==> src/rtl/gtrig_pkg.sv <==
package gtrig_pkg;
   localparam int unsigned TYPE_W    = 3;
   localparam int unsigned IDX_W     = 5;
   localparam int unsigned IDX_TRK   = 0;
   localparam int unsigned IDX_CALLO = 1;
   localparam int unsigned IDX_CALHI = 2;
   localparam int unsigned IDX_ACD   = 3;
   localparam int unsigned IDX_EXT   = 4;

   typedef struct packed {
      logic              accept;
      logic [TYPE_W-1:0] ttype;
   } lut_ent_t;

   localparam int unsigned ENT_W = $bits(lut_ent_t);
endpackage

==> src/rtl/gtrig_prescaler.sv <==
module gtrig_prescaler #(
   parameter int unsigned CNT_W = 8
) (
   input  logic             clk,
   input  logic             rst_n,
   input  logic             pulse_i,
   input  logic [CNT_W-1:0] div_i,
   output logic             pass_o
);
   logic [CNT_W-1:0] cnt;
   logic             last;

   assign last   = (div_i <= CNT_W'(1)) || (cnt >= div_i - CNT_W'(1));
   assign pass_o = pulse_i && last;

   always_ff @(posedge clk) begin
      if (!rst_n) begin
         cnt <= '0;
      end else if (pulse_i) begin
         cnt <= last ? '0 : cnt + CNT_W'(1);
      end
   end

   // a passed pulse restarts the count
   p_pass_restarts_r7: assert property (@(posedge clk) disable iff (!rst_n)
      pass_o |=> (cnt == '0));
   // a withheld pulse advances the count by exactly one
   p_hold_advances_r7: assert property (@(posedge clk) disable iff (!rst_n)
      (pulse_i && !pass_o) |=> (cnt == $past(cnt) + CNT_W'(1)));
endmodule

==> src/rtl/gtrig_lut.sv <==
module gtrig_lut
   import gtrig_pkg::*;
#(
   parameter int unsigned AW = IDX_W
) (
   input  logic          clk,
   input  logic          rst_n,
   input  logic          wr_en_i,
   input  logic [AW-1:0] wr_addr_i,
   input  lut_ent_t      wr_data_i,
   input  logic [AW-1:0] rd_idx_i,
   output lut_ent_t      rd_ent_o
);
   localparam int unsigned ENTRIES = 1 << AW;

   lut_ent_t tbl [ENTRIES];

   always_ff @(posedge clk) begin
      if (!rst_n) begin
         for (int i = 0; i < int'(ENTRIES); i++) tbl[i] <= '0;
      end else if (wr_en_i) begin
         tbl[wr_addr_i] <= wr_data_i;
      end
   end

   assign rd_ent_o = tbl[rd_idx_i];

   // a write is visible on the following cycle
   p_write_lands_r2: assert property (@(posedge clk) disable iff (!rst_n)
      (wr_en_i && rd_idx_i == wr_addr_i) |=>
         ($past(rd_idx_i) != rd_idx_i) || (rd_ent_o == $past(wr_data_i)));
endmodule

==> src/rtl/gtrig_rec_fifo.sv <==
module gtrig_rec_fifo #(
   parameter int unsigned WIDTH = 36,
   parameter int unsigned DEPTH = 16
) (
   input  logic             clk,
   input  logic             rst_n,
   input  logic             push_i,
   input  logic             ready_i,
   input  logic [WIDTH-1:0] data_i,
   output logic             valid_o,
   output logic [WIDTH-1:0] data_o,
   output logic             full_o
);
   localparam int unsigned AW = $clog2(DEPTH);

   if ((1 << AW) != DEPTH) begin : g_chk_depth
      $error("record FIFO depth must be a power of two");
   end

   logic [WIDTH-1:0] mem [DEPTH];
   logic [AW-1:0]    rd_ptr, wr_ptr;
   logic [AW:0]      count;
   logic             pop, push_ok;

   assign valid_o = (count != '0);
   assign full_o  = (count == (AW+1)'(DEPTH));
   assign pop     = ready_i && valid_o;
   assign push_ok = push_i && !full_o;
   assign data_o  = mem[rd_ptr];

   always_ff @(posedge clk) begin
      if (push_ok) mem[wr_ptr] <= data_i;
   end

   always_ff @(posedge clk) begin
      if (!rst_n) begin
         rd_ptr <= '0;
         wr_ptr <= '0;
         count  <= '0;
      end else begin
         if (push_ok) wr_ptr <= wr_ptr + AW'(1);
         if (pop)     rd_ptr <= rd_ptr + AW'(1);
         count <= count + (AW+1)'(push_ok) - (AW+1)'(pop);
      end
   end

   // a push never arrives at a full FIFO
   p_no_overflow_r9: assert property (@(posedge clk) disable iff (!rst_n)
      push_i |-> !full_o);
   // occupancy never exceeds the depth
   p_count_bound_r9: assert property (@(posedge clk) disable iff (!rst_n)
      count <= (AW+1)'(DEPTH));
   // a pop with no push lowers occupancy by one
   p_pop_drops_r9: assert property (@(posedge clk) disable iff (!rst_n)
      (pop && !push_i) |=> (count == $past(count) - (AW+1)'(1)));
endmodule

==> src/rtl/gtrig_decision_unit.sv <==
module gtrig_decision_unit
   import gtrig_pkg::*;
#(
   parameter int unsigned N_TWR      = 16,
   parameter int unsigned ACD_W      = 8,
   parameter int unsigned N_PRESC    = 2,
   parameter int unsigned PRESC_W    = 8,
   parameter int unsigned DEAD_W     = 16,
   parameter int unsigned DCNT_W     = 32,
   parameter int unsigned EVNUM_W    = 16,
   parameter int unsigned FIFO_DEPTH = 16,
   parameter bit          DCNT_SAT   = 1'b0
) (
   input  logic                       clk,
   input  logic                       rst_n,
   input  logic [N_TWR-1:0]           twr_trk_i,
   input  logic [N_TWR-1:0]           twr_cal_lo_i,
   input  logic [N_TWR-1:0]           twr_cal_hi_i,
   input  logic [ACD_W-1:0]           acd_prim_i,
   input  logic                       cmd_trig_i,
   input  logic                       rand_trig_i,
   input  logic [N_PRESC-1:0]         presc_in_i,
   input  logic [N_TWR-1:0]           twr_throttle_i,
   input  logic [DEAD_W-1:0]          cfg_dead_len_i,
   input  logic [N_PRESC*PRESC_W-1:0] cfg_presc_div_i,
   input  logic                       lut_wr_en_i,
   input  logic [IDX_W-1:0]           lut_wr_addr_i,
   input  logic [ENT_W-1:0]           lut_wr_data_i,
   input  logic                       rec_ready_i,
   output logic                       ack_o,
   output logic [TYPE_W-1:0]          ack_type_o,
   output logic [DCNT_W-1:0]          dead_count_o,
   output logic                       rec_valid_o,
   output logic [EVNUM_W+TYPE_W+1+N_TWR-1:0] rec_data_o
);
   localparam int unsigned REC_W = EVNUM_W + TYPE_W + 1 + N_TWR;

   if (N_TWR < 1 || N_PRESC < 1 || ACD_W < 1) begin : g_chk_counts
      $error("source counts must be at least one");
   end
   if (DEAD_W > DCNT_W) begin : g_chk_widths
      $error("dead counter must be at least as wide as the window");
   end

   // primitive reduction
   logic [N_TWR-1:0] tower_fired;
   for (genvar t = 0; t < int'(N_TWR); t++) begin : g_twr
      assign tower_fired[t] = twr_trk_i[t] | twr_cal_lo_i[t] | twr_cal_hi_i[t];
   end

   logic [N_PRESC-1:0] presc_pass;
   for (genvar p = 0; p < int'(N_PRESC); p++) begin : g_presc
      gtrig_prescaler #(.CNT_W(PRESC_W)) u_presc (
         .clk     (clk),
         .rst_n   (rst_n),
         .pulse_i (presc_in_i[p]),
         .div_i   (cfg_presc_div_i[p*PRESC_W +: PRESC_W]),
         .pass_o  (presc_pass[p])
      );
   end

   logic acd_any, extra_any;
   logic [IDX_W-1:0] lut_idx;
   assign acd_any   = |acd_prim_i;
   assign extra_any = cmd_trig_i | rand_trig_i | (|presc_pass);

   always_comb begin
      lut_idx            = '0;
      lut_idx[IDX_TRK]   = |twr_trk_i;
      lut_idx[IDX_CALLO] = |twr_cal_lo_i;
      lut_idx[IDX_CALHI] = |twr_cal_hi_i;
      lut_idx[IDX_ACD]   = acd_any;
      lut_idx[IDX_EXT]   = extra_any;
   end

   lut_ent_t ent;
   gtrig_lut #(.AW(IDX_W)) u_lut (
      .clk       (clk),
      .rst_n     (rst_n),
      .wr_en_i   (lut_wr_en_i),
      .wr_addr_i (lut_wr_addr_i),
      .wr_data_i (lut_ent_t'(lut_wr_data_i)),
      .rd_idx_i  (lut_idx),
      .rd_ent_o  (ent)
   );

   // gating and acknowledge
   logic              fifo_full, busy, accept;
   logic [DEAD_W-1:0] dead_cnt;
   logic [EVNUM_W-1:0] ev_num;
   logic [REC_W-1:0]  rec_in;

   assign busy   = (|twr_throttle_i) || fifo_full || (dead_cnt != '0);
   assign accept = ent.accept && !busy;
   assign rec_in = {ev_num, ent.ttype, acd_any, tower_fired};

   always_ff @(posedge clk) begin
      if (!rst_n) begin
         ack_o      <= 1'b0;
         ack_type_o <= '0;
         dead_cnt   <= '0;
         ev_num     <= '0;
      end else begin
         ack_o      <= accept;
         ack_type_o <= accept ? ent.ttype : '0;
         if (accept) begin
            dead_cnt <= cfg_dead_len_i;
            ev_num   <= ev_num + EVNUM_W'(1);
         end else if (dead_cnt != '0) begin
            dead_cnt <= dead_cnt - DEAD_W'(1);
         end
      end
   end

   // dead-time accumulation: wrapping or saturating variant
   if (DCNT_SAT) begin : g_dcnt_sat
      always_ff @(posedge clk) begin
         if (!rst_n)                        dead_count_o <= '0;
         else if (busy && !(&dead_count_o)) dead_count_o <= dead_count_o + DCNT_W'(1);
      end
   end else begin : g_dcnt_wrap
      always_ff @(posedge clk) begin
         if (!rst_n)    dead_count_o <= '0;
         else if (busy) dead_count_o <= dead_count_o + DCNT_W'(1);
      end
      // every busy cycle adds exactly one
      p_busy_counts_r6: assert property (@(posedge clk) disable iff (!rst_n)
         busy |=> (dead_count_o == $past(dead_count_o) + DCNT_W'(1)));
   end

   gtrig_rec_fifo #(.WIDTH(REC_W), .DEPTH(FIFO_DEPTH)) u_fifo (
      .clk     (clk),
      .rst_n   (rst_n),
      .push_i  (accept),
      .ready_i (rec_ready_i),
      .data_i  (rec_in),
      .valid_o (rec_valid_o),
      .data_o  (rec_data_o),
      .full_o  (fifo_full)
   );

   // a throttled edge is never followed by an acknowledge
   p_throttle_blocks_r4: assert property (@(posedge clk) disable iff (!rst_n)
      (|twr_throttle_i) |=> !ack_o);
   // an acknowledge opens a window of the configured length
   p_dead_reload_r5: assert property (@(posedge clk) disable iff (!rst_n)
      ack_o |-> (dead_cnt == $past(cfg_dead_len_i)));
   // no acknowledge while the window runs
   p_dead_gap_r5: assert property (@(posedge clk) disable iff (!rst_n)
      (dead_cnt != '0) |=> !ack_o);
   // event number steps once per acknowledge
   p_evnum_step_r8: assert property (@(posedge clk) disable iff (!rst_n)
      ack_o |-> (ev_num == $past(ev_num) + EVNUM_W'(1)));
   // acknowledge lasts one cycle when a window follows it
   p_ack_single_r3: assert property (@(posedge clk) disable iff (!rst_n)
      (ack_o && dead_cnt != '0) |=> !ack_o);
endmodule

==> config.mk <==
export PLATFORM = sky130hd
export DESIGN_NAME = gtrig_decision_unit
export DESIGN_NICKNAME = d
export VERILOG_FILES = /design/src/rtl/gtrig_pkg.sv /design/src/rtl/gtrig_prescaler.sv /design/src/rtl/gtrig_lut.sv /design/src/rtl/gtrig_rec_fifo.sv /design/src/rtl/gtrig_decision_unit.sv
export SDC_FILE = /design/constraint.sdc
export NUM_CORES = 1
export LEC_CHECK = 0
export BUFFER_PORTS_ARGS = -buffer_cell sky130_fd_sc_hd__buf_2
export CAP_MARGIN = 20
export CELL_PAD_IN_SITES_DETAIL_PLACEMENT = 1
export CELL_PAD_IN_SITES_GLOBAL_PLACEMENT = 2
export CORE_MARGIN = 2
export CORE_UTILIZATION = 49
export DETAILED_ROUTE_END_ITERATION = 7
export PLACE_DENSITY = 0.82
export SYNTH_ARGS = -nofsm -noshare
export SYNTH_HDL_FRONTEND = slang
export SYNTH_SLANG_ARGS = --single-unit
==> constraint.sdc <==
create_clock -name clk -period 10.2 [get_ports clk]
set_input_delay 1.53 -clock clk [delete_from_list [all_inputs] [get_ports clk]]
set_output_delay 1.53 -clock clk [all_outputs]
set_load 0.01 [all_outputs]
Yosys cells after proc, flatten, opt, wreduce, memory -nomap -nowiden
Memories as Yosys holds them, arrays and structs flattened. A register that Yosys moved wholly into a read port is not among the register bits. Cells that the tools add are included.

Register bits: 97. Memory bits (writable): 704. Bits of input ports: 121. Output and inout bits: 73. Word-level logic and storage cells: 99. Memories: 2.

Memory list: u_fifo.mem (words 16, width 36, rd ports 1, clocked after memory_dff 1, wr ports 1, line gtrig_rec_fifo.sv:20) `logic [WIDTH-1:0] mem [DEPTH];`; u_lut.tbl (words 32, width 4, rd ports 1, clocked after memory_dff 0, wr ports 32, line gtrig_lut.sv:16) `lut_ent_t tbl [ENTRIES];`.

Add/subtract/negate cells: 11. Magnitude comparators: 4. Eq/ne operators: 1. Multiplexer cells: 15. Bitwise operators: 34. Reductions and logical operators: 22.

Operator list (count): $reduce_or A16 Y1 (4); $or A1 B1 Y1 (34); $add A32 B1 Y32 const B (1); $mux W16 (2); $add A16 B1 Y16 const B (1); $add A8 B1 Y8 const B (2); $ge A8 B8 Y1 (2); $le A8 B1 Y1 const B (2); $mux W8 (2); $reduce_bool A16 Y1 (1); $sub A16 B1 Y16 const B (1); $sub A8 B1 Y8 const B (2); $mux W4 (3); $add A4 B1 Y4 const B (2); $reduce_or A8 Y1 (1); $mux W1 (7); $add A5 B1 Y5 (1); $eq A5 B5 Y1 const B (1); $logic_and A1 B1 Y1 (5); $mux W5 (1); $reduce_bool A5 Y1 (1); $sub A5 B1 Y5 (1); $logic_or A1 B1 Y1 (4); $reduce_or A4 Y1 (1); other kinds (4) (5).

Depth between registers and ports, before layout
An unclocked memory read counts as a cell.

Depth after elaboration: 11. Mapped depth: 21. Gate-level depth less buffers: 20.

Modules after synthesis
From an unflattened synthesis, not the netlist that was laid out.

Cells, all modules: 2022. Area, all modules: 33764.9 µm².

By module, submodules not included: gtrig_rec_fifo (instances 1, cells each 989, area each 22449.0 µm², seq. area each 17636.9 µm²); gtrig_lut (instances 1, cells each 411, area each 6120.9 µm², seq. area each 3843.7 µm²); gtrig_decision_unit (instances 1, cells each 456, area each 3693.5 µm², seq. area each 1361.3 µm²); gtrig_prescaler (instances 2, cells each 83, area each 750.7 µm², seq. area each 160.2 µm²).

Worst setup path after synthesis
Ideal clock, no wire load.

Path type: input to register. From: in cfg_presc_div_i[10]. To: mem u_fifo.mem[3][0], enable pin. Library setup time: 0.451 ns. Arrival: 6.144 ns. Required time: 9.749 ns. Setup slack: 3.605 ns. Cell stages on the path: 12. Path buffers: 1. Cell sequence: or4_1 > nor4_1 > xnor2_1 > ha_1 > a21oi_1 > o41ai_2 > a21oi_1 > o221ai_4 > a21boi_1 > nor3_2 > buf_4 > nor4b_2.

Word-level cells in the longest chain between the ends: 11. Elaborated cells on any way between the ends: 12. Those cells by class: 1 x add/sub; 2 x order compare; 2 x mux; 1 x bitwise; 5 x reduce/logical; 1 x memory.

Ends and longest elaborated chain: start, declared (line gtrig_decision_unit.sv:25) `input logic [N_PRESC*PRESC_W-1:0] cfg_presc_div_i,`; $sub A8 B1 Y8 (line gtrig_prescaler.sv:13) `assign last = (div_i <= CNT_W'(1)) || (cnt >= div_i - CNT_W'(1));`; $ge A8 B8 Y1 (line gtrig_prescaler.sv:13); $logic_or A1 B1 Y1 (*) (line gtrig_prescaler.sv:13); $logic_and A1 B1 Y1 (*) (line gtrig_prescaler.sv:14) `assign pass_o = pulse_i && last;`; $reduce_or A2 Y1 (*) (line gtrig_decision_unit.sv:65) `assign extra_any = cmd_trig_i | rand_trig_i | (|presc_pass);`; $or A1 B1 Y1 (*) (line gtrig_decision_unit.sv:65); $mem_v2 Z32 W4 (*); $logic_and A1 B1 Y1 (*) (line gtrig_decision_unit.sv:94) `assign accept = ent.accept && !busy;`; $logic_and A1 B1 Y1 (*) (line gtrig_rec_fifo.sv:28) `assign push_ok = push_i && !full_o;`; $mux W1 (*) (line gtrig_rec_fifo.sv:32) `if (push_ok) mem[wr_ptr] <= data_i;`; $mux W1 (implied by the code) (*) (line gtrig_rec_fifo.sv:32); end, declared (line gtrig_rec_fifo.sv:20).

Mark *: on every way between the ends. The rest lies on a longest branch, timed or not.

Worst setup path in the final report
From: in twr_trk_i[10]. To: mem u_fifo.mem[2][23], enable pin.

Word-level cells in the longest chain between the ends: 6.

Ends and longest elaborated chain: start, declared (line gtrig_decision_unit.sv:16) `input logic [N_TWR-1:0] twr_trk_i,`; $reduce_or A16 Y1 (line gtrig_decision_unit.sv:69) `lut_idx[IDX_TRK] = |twr_trk_i;`; $mem_v2 Z32 W4; $logic_and A1 B1 Y1 (line gtrig_decision_unit.sv:94); $logic_and A1 B1 Y1 (line gtrig_rec_fifo.sv:28); $mux W1 (line gtrig_rec_fifo.sv:32); $mux W1 (implied by the code) (line gtrig_rec_fifo.sv:32).

Every way passes these cells.

==> flow_summary.toml <==
[critical_path]
end_kind = "flop"
crit_path_start_kind = "input pin"
max_stage_delay_ns = 1.04
crit_chain = "buf_2 -> nor4_1 -> and4_4 -> a211oi_1 -> a311o_1 -> nand3_1 -> a21boi_1 -> nor3_2 -> and4bb_2 -> buf_4"
cp_top_family = "simple AND/OR/NAND/NOR gates"
rrSetupSlack_ns = 5.48
crit_type = "input pin to flop"
crit_arrival_ns = 6.31
crit_buf_inv = 2
critPathRequiredTime_ns = 10.45
crit_slowest_cell = "and4_4"
worst-path-stages = 10
cp_max_fo = 58
r2r_cells = 8

[clock_tree]
hold_buffers = 0
cts_tree = "built"
cts-resized-gates = 0
htreeDepth = 3
cts_buffers = 86
cts_root_buf = "clkbuf_16"
clk_latency_ns = 0.63
cts.sinks = 805
clockBufferDepth = 3
clk_pin_slew_worst_paths_ns = 0.06
postCtsSetupBuffers = 0

[logic_synthesis]
syn_avg_cell_area_um2 = 16.8
syn_inst = 2014
ys_seq_elements = 805
ys_seq_area_frac = 0.683
syn_nets = 2172
async_reset_ff_frac = 0
ys_warn_count = 0
synth-main-ff-cell = "edfxtp_1"
synth-edff-count = 704
yosysUniqueCellTypes = 65
syn_area_um2 = 33900

[timing]
rsz0062_at_grt = "no"
min_period_ns = 6.06
fin_skew_ns = 0.0203
slew_headroom = 0.286
setup_tns_ns = 0
setup_ws_ns = 4.14
final_max_slew_viol_count = 0
fin_crit_sh = 0.594
finalHoldViolCount = 0
worst_pin_slew_ns = 1.07
setup_viol = 0
max_freq_ghz = 0.165

[pwr]
power.density_nw_per_um2 = 205
p_seq_frac = 0.469
internal-power_w = 0.00602
sw_frac_of_total = 0.242
power.switching_w = 0.00192
p_comb_frac = 0.132
max-vdd-ir-drop_v = 0.000131
leakage_nw = 13.0
clockPowerShare = 0.398
fin_total_pwr_w = 0.00794

[grt]
grtUsageTotal = 0.231
grt_max_degree = 68
grt_pass1_wl_um = 123000
overflow = 0
antenna_found_initial = 4
grt_pass1_vias = 19934

[layout]
drive_above_1_share = 0.247
areaGrowthSynthToFinish_pct = 14.4
nNetsFinal = 2372

[placement]
pre_cts_slack_ns = 3.52
gp_congestion = 0.809
dp_hpwl_um = 49800
io_buffers = 193

[floorplanning]
io_pins = 194
die_h_um = 267
core_area_um2 = 68600
rows = 96
dieArea_um2 = 71300
die_x_um = 267
start_util = 0.494

[routing]
drt_pre_antenna_iters = 5
drcViolationCount = 0
antenna_left = 0
drt_iter0_markers = 1212
wirelength_um = 81100
avgRoutedWirePerCell_um = 25.2
via_per_inst = 5.82
vias = 18730

[worst_hold_path]
hp-class = "flop to flop"
min_path_cells = 2

[outcome]
status = "finished clean"

[run]
cap_violations = 0
==> worst register-to-register path, cell delays in order (launching register included) <==
cell       delay [ns]
dfxtp_1          0.39
nor4_4           0.42
nand4bb_1        0.24
nor4_1           0.48
and2_1           0.46
nand2_1          0.31
nor3_2           0.79
and4bb_2         0.73
buf_4            0.52
==> cells by family after synthesis <==
| group | count (synthesis) | synth area share |
|---|---|---|
| mux | 298 | 0.155 |
| buf+inv | 136 | 0.0161 |
| flops | 805 | 0.683 |
| simple gates | 518 | 0.0860 |
| fa+ha+maj | 37 | 0.0139 |
| compound gates | 155 | 0.0294 |
| xor+xnor | 65 | 0.0168 |
==> placed cells by master (no fill, tap or decap), drive strengths merged, types with 33 or more instances in the layout <==
cell and instances:
clkbuf 112, buf 216, mux4 180, o21ai 52
nand2 64, and2 138, inv 33, ha 36
a21oi 44, or3 36, mux2i 115, nor2 114
dfxtp 101, xnor2 35, edfxtp 704
==> power groups by stage <==
stage	clock, W	combinational (W)	sequential, W
floorplan	0	0.000820	0.00372
global placement	0	0.00102	0.00380
detailed placement	0	0.00105	0.00380
CTS	0.00322	0.00106	0.00373
global route	0.00333	0.00114	0.00374
finish	0.00316	0.00105	0.00373
==> cell type report <==
| type | count | area [µm²] |
|---|---|---|
| Fill cell | 6329 | 29800 |
| Sequential cell | 805 | 23200 |
| Multi-Input combinational cell | 1073 | 10200 |
| Clock buffer | 112 | 2390 |
| Timing Repair Buffer | 216 | 1230 |
| Tap cell | 931 | 1160 |
| Clock inverter | 46 | 482 |
| Inverter | 32 | 120 |
| Antenna cell | 2 | 5.00 |
==> synth_stat cells (17+ instances only) <==
| cell | instances | area (µm²) |
|---|---|---|
| dfxtp_1 | 101 | 2020 |
| o21ai_0 | 50 | 250 |
| xnor2_1 | 35 | 307 |
| clkbuf_1 | 71 | 267 |
| or3_1 | 36 | 225 |
| edfxtp_1 | 704 | 21100 |
| ha_1 | 36 | 450 |
| and2_1 | 138 | 863 |
| inv_1 | 31 | 116 |
| nand2b_1 | 17 | 106 |
| nand3_1 | 29 | 145 |
| a21oi_1 | 44 | 220 |
| nand4_1 | 19 | 119 |
| nor4_1 | 26 | 163 |
| mux4_2 | 180 | 4050 |
| nor2_1 | 114 | 428 |
| xor2_1 | 30 | 263 |
| nand2_1 | 64 | 240 |
| mux2i_1 | 115 | 1150 |
==> worst paths after layout <==
check                      endpoint             from
hold / removal      dead_count_o[1]  dead_count_o[1]
setup reg to reg  u_fifo.mem[2][23]      dead_cnt[2]
hold reg to reg     dead_count_o[1]  dead_count_o[1]
setup / recovery  u_fifo.mem[2][23]    twr_trk_i[10]
==> routing by layer <==
metal | vias to the layer above | global-route usage | routed length [µm]
li1 | 8308 | - | -
met5 | - | 0 | 0
met2 | 472 | 0.408 | 42200
met1 | 9832 | 0.302 | 33800
met3 | 118 | 0.0295 | 3490
met4 | 0 | 0.0610 | 1640
==> flip-flops by register name, summed over array words and instances, names as in the netlist, 5 cells and up, named ones only <==
register	count
ev_num	16
dead_cnt	16
u_lut.tbl	128
u_fifo.mem	576
g_presc.u_presc.cnt	16
u_fifo.count	5
dead_count_o	32
==> stage by stage <==
| step | instance area (µm²) | utilization | instances | hold WS [ns] |
|---|---|---|---|---|
| floorplan | 33900 | - | 2014 | 0.473 |
| global placement | 35800 | 0.522 | 3051 | 0.476 |
| detailed placement | 35800 | 0.522 | 3051 | 0.501 |
| CTS | 38700 | 0.564 | 3209 | 0.510 |
| global route | 38800 | 0.566 | 3216 | 0.543 |
| finish | 38800 | 0.566 | 3217 | 0.506 |
(Power assumes the default switching activity.)
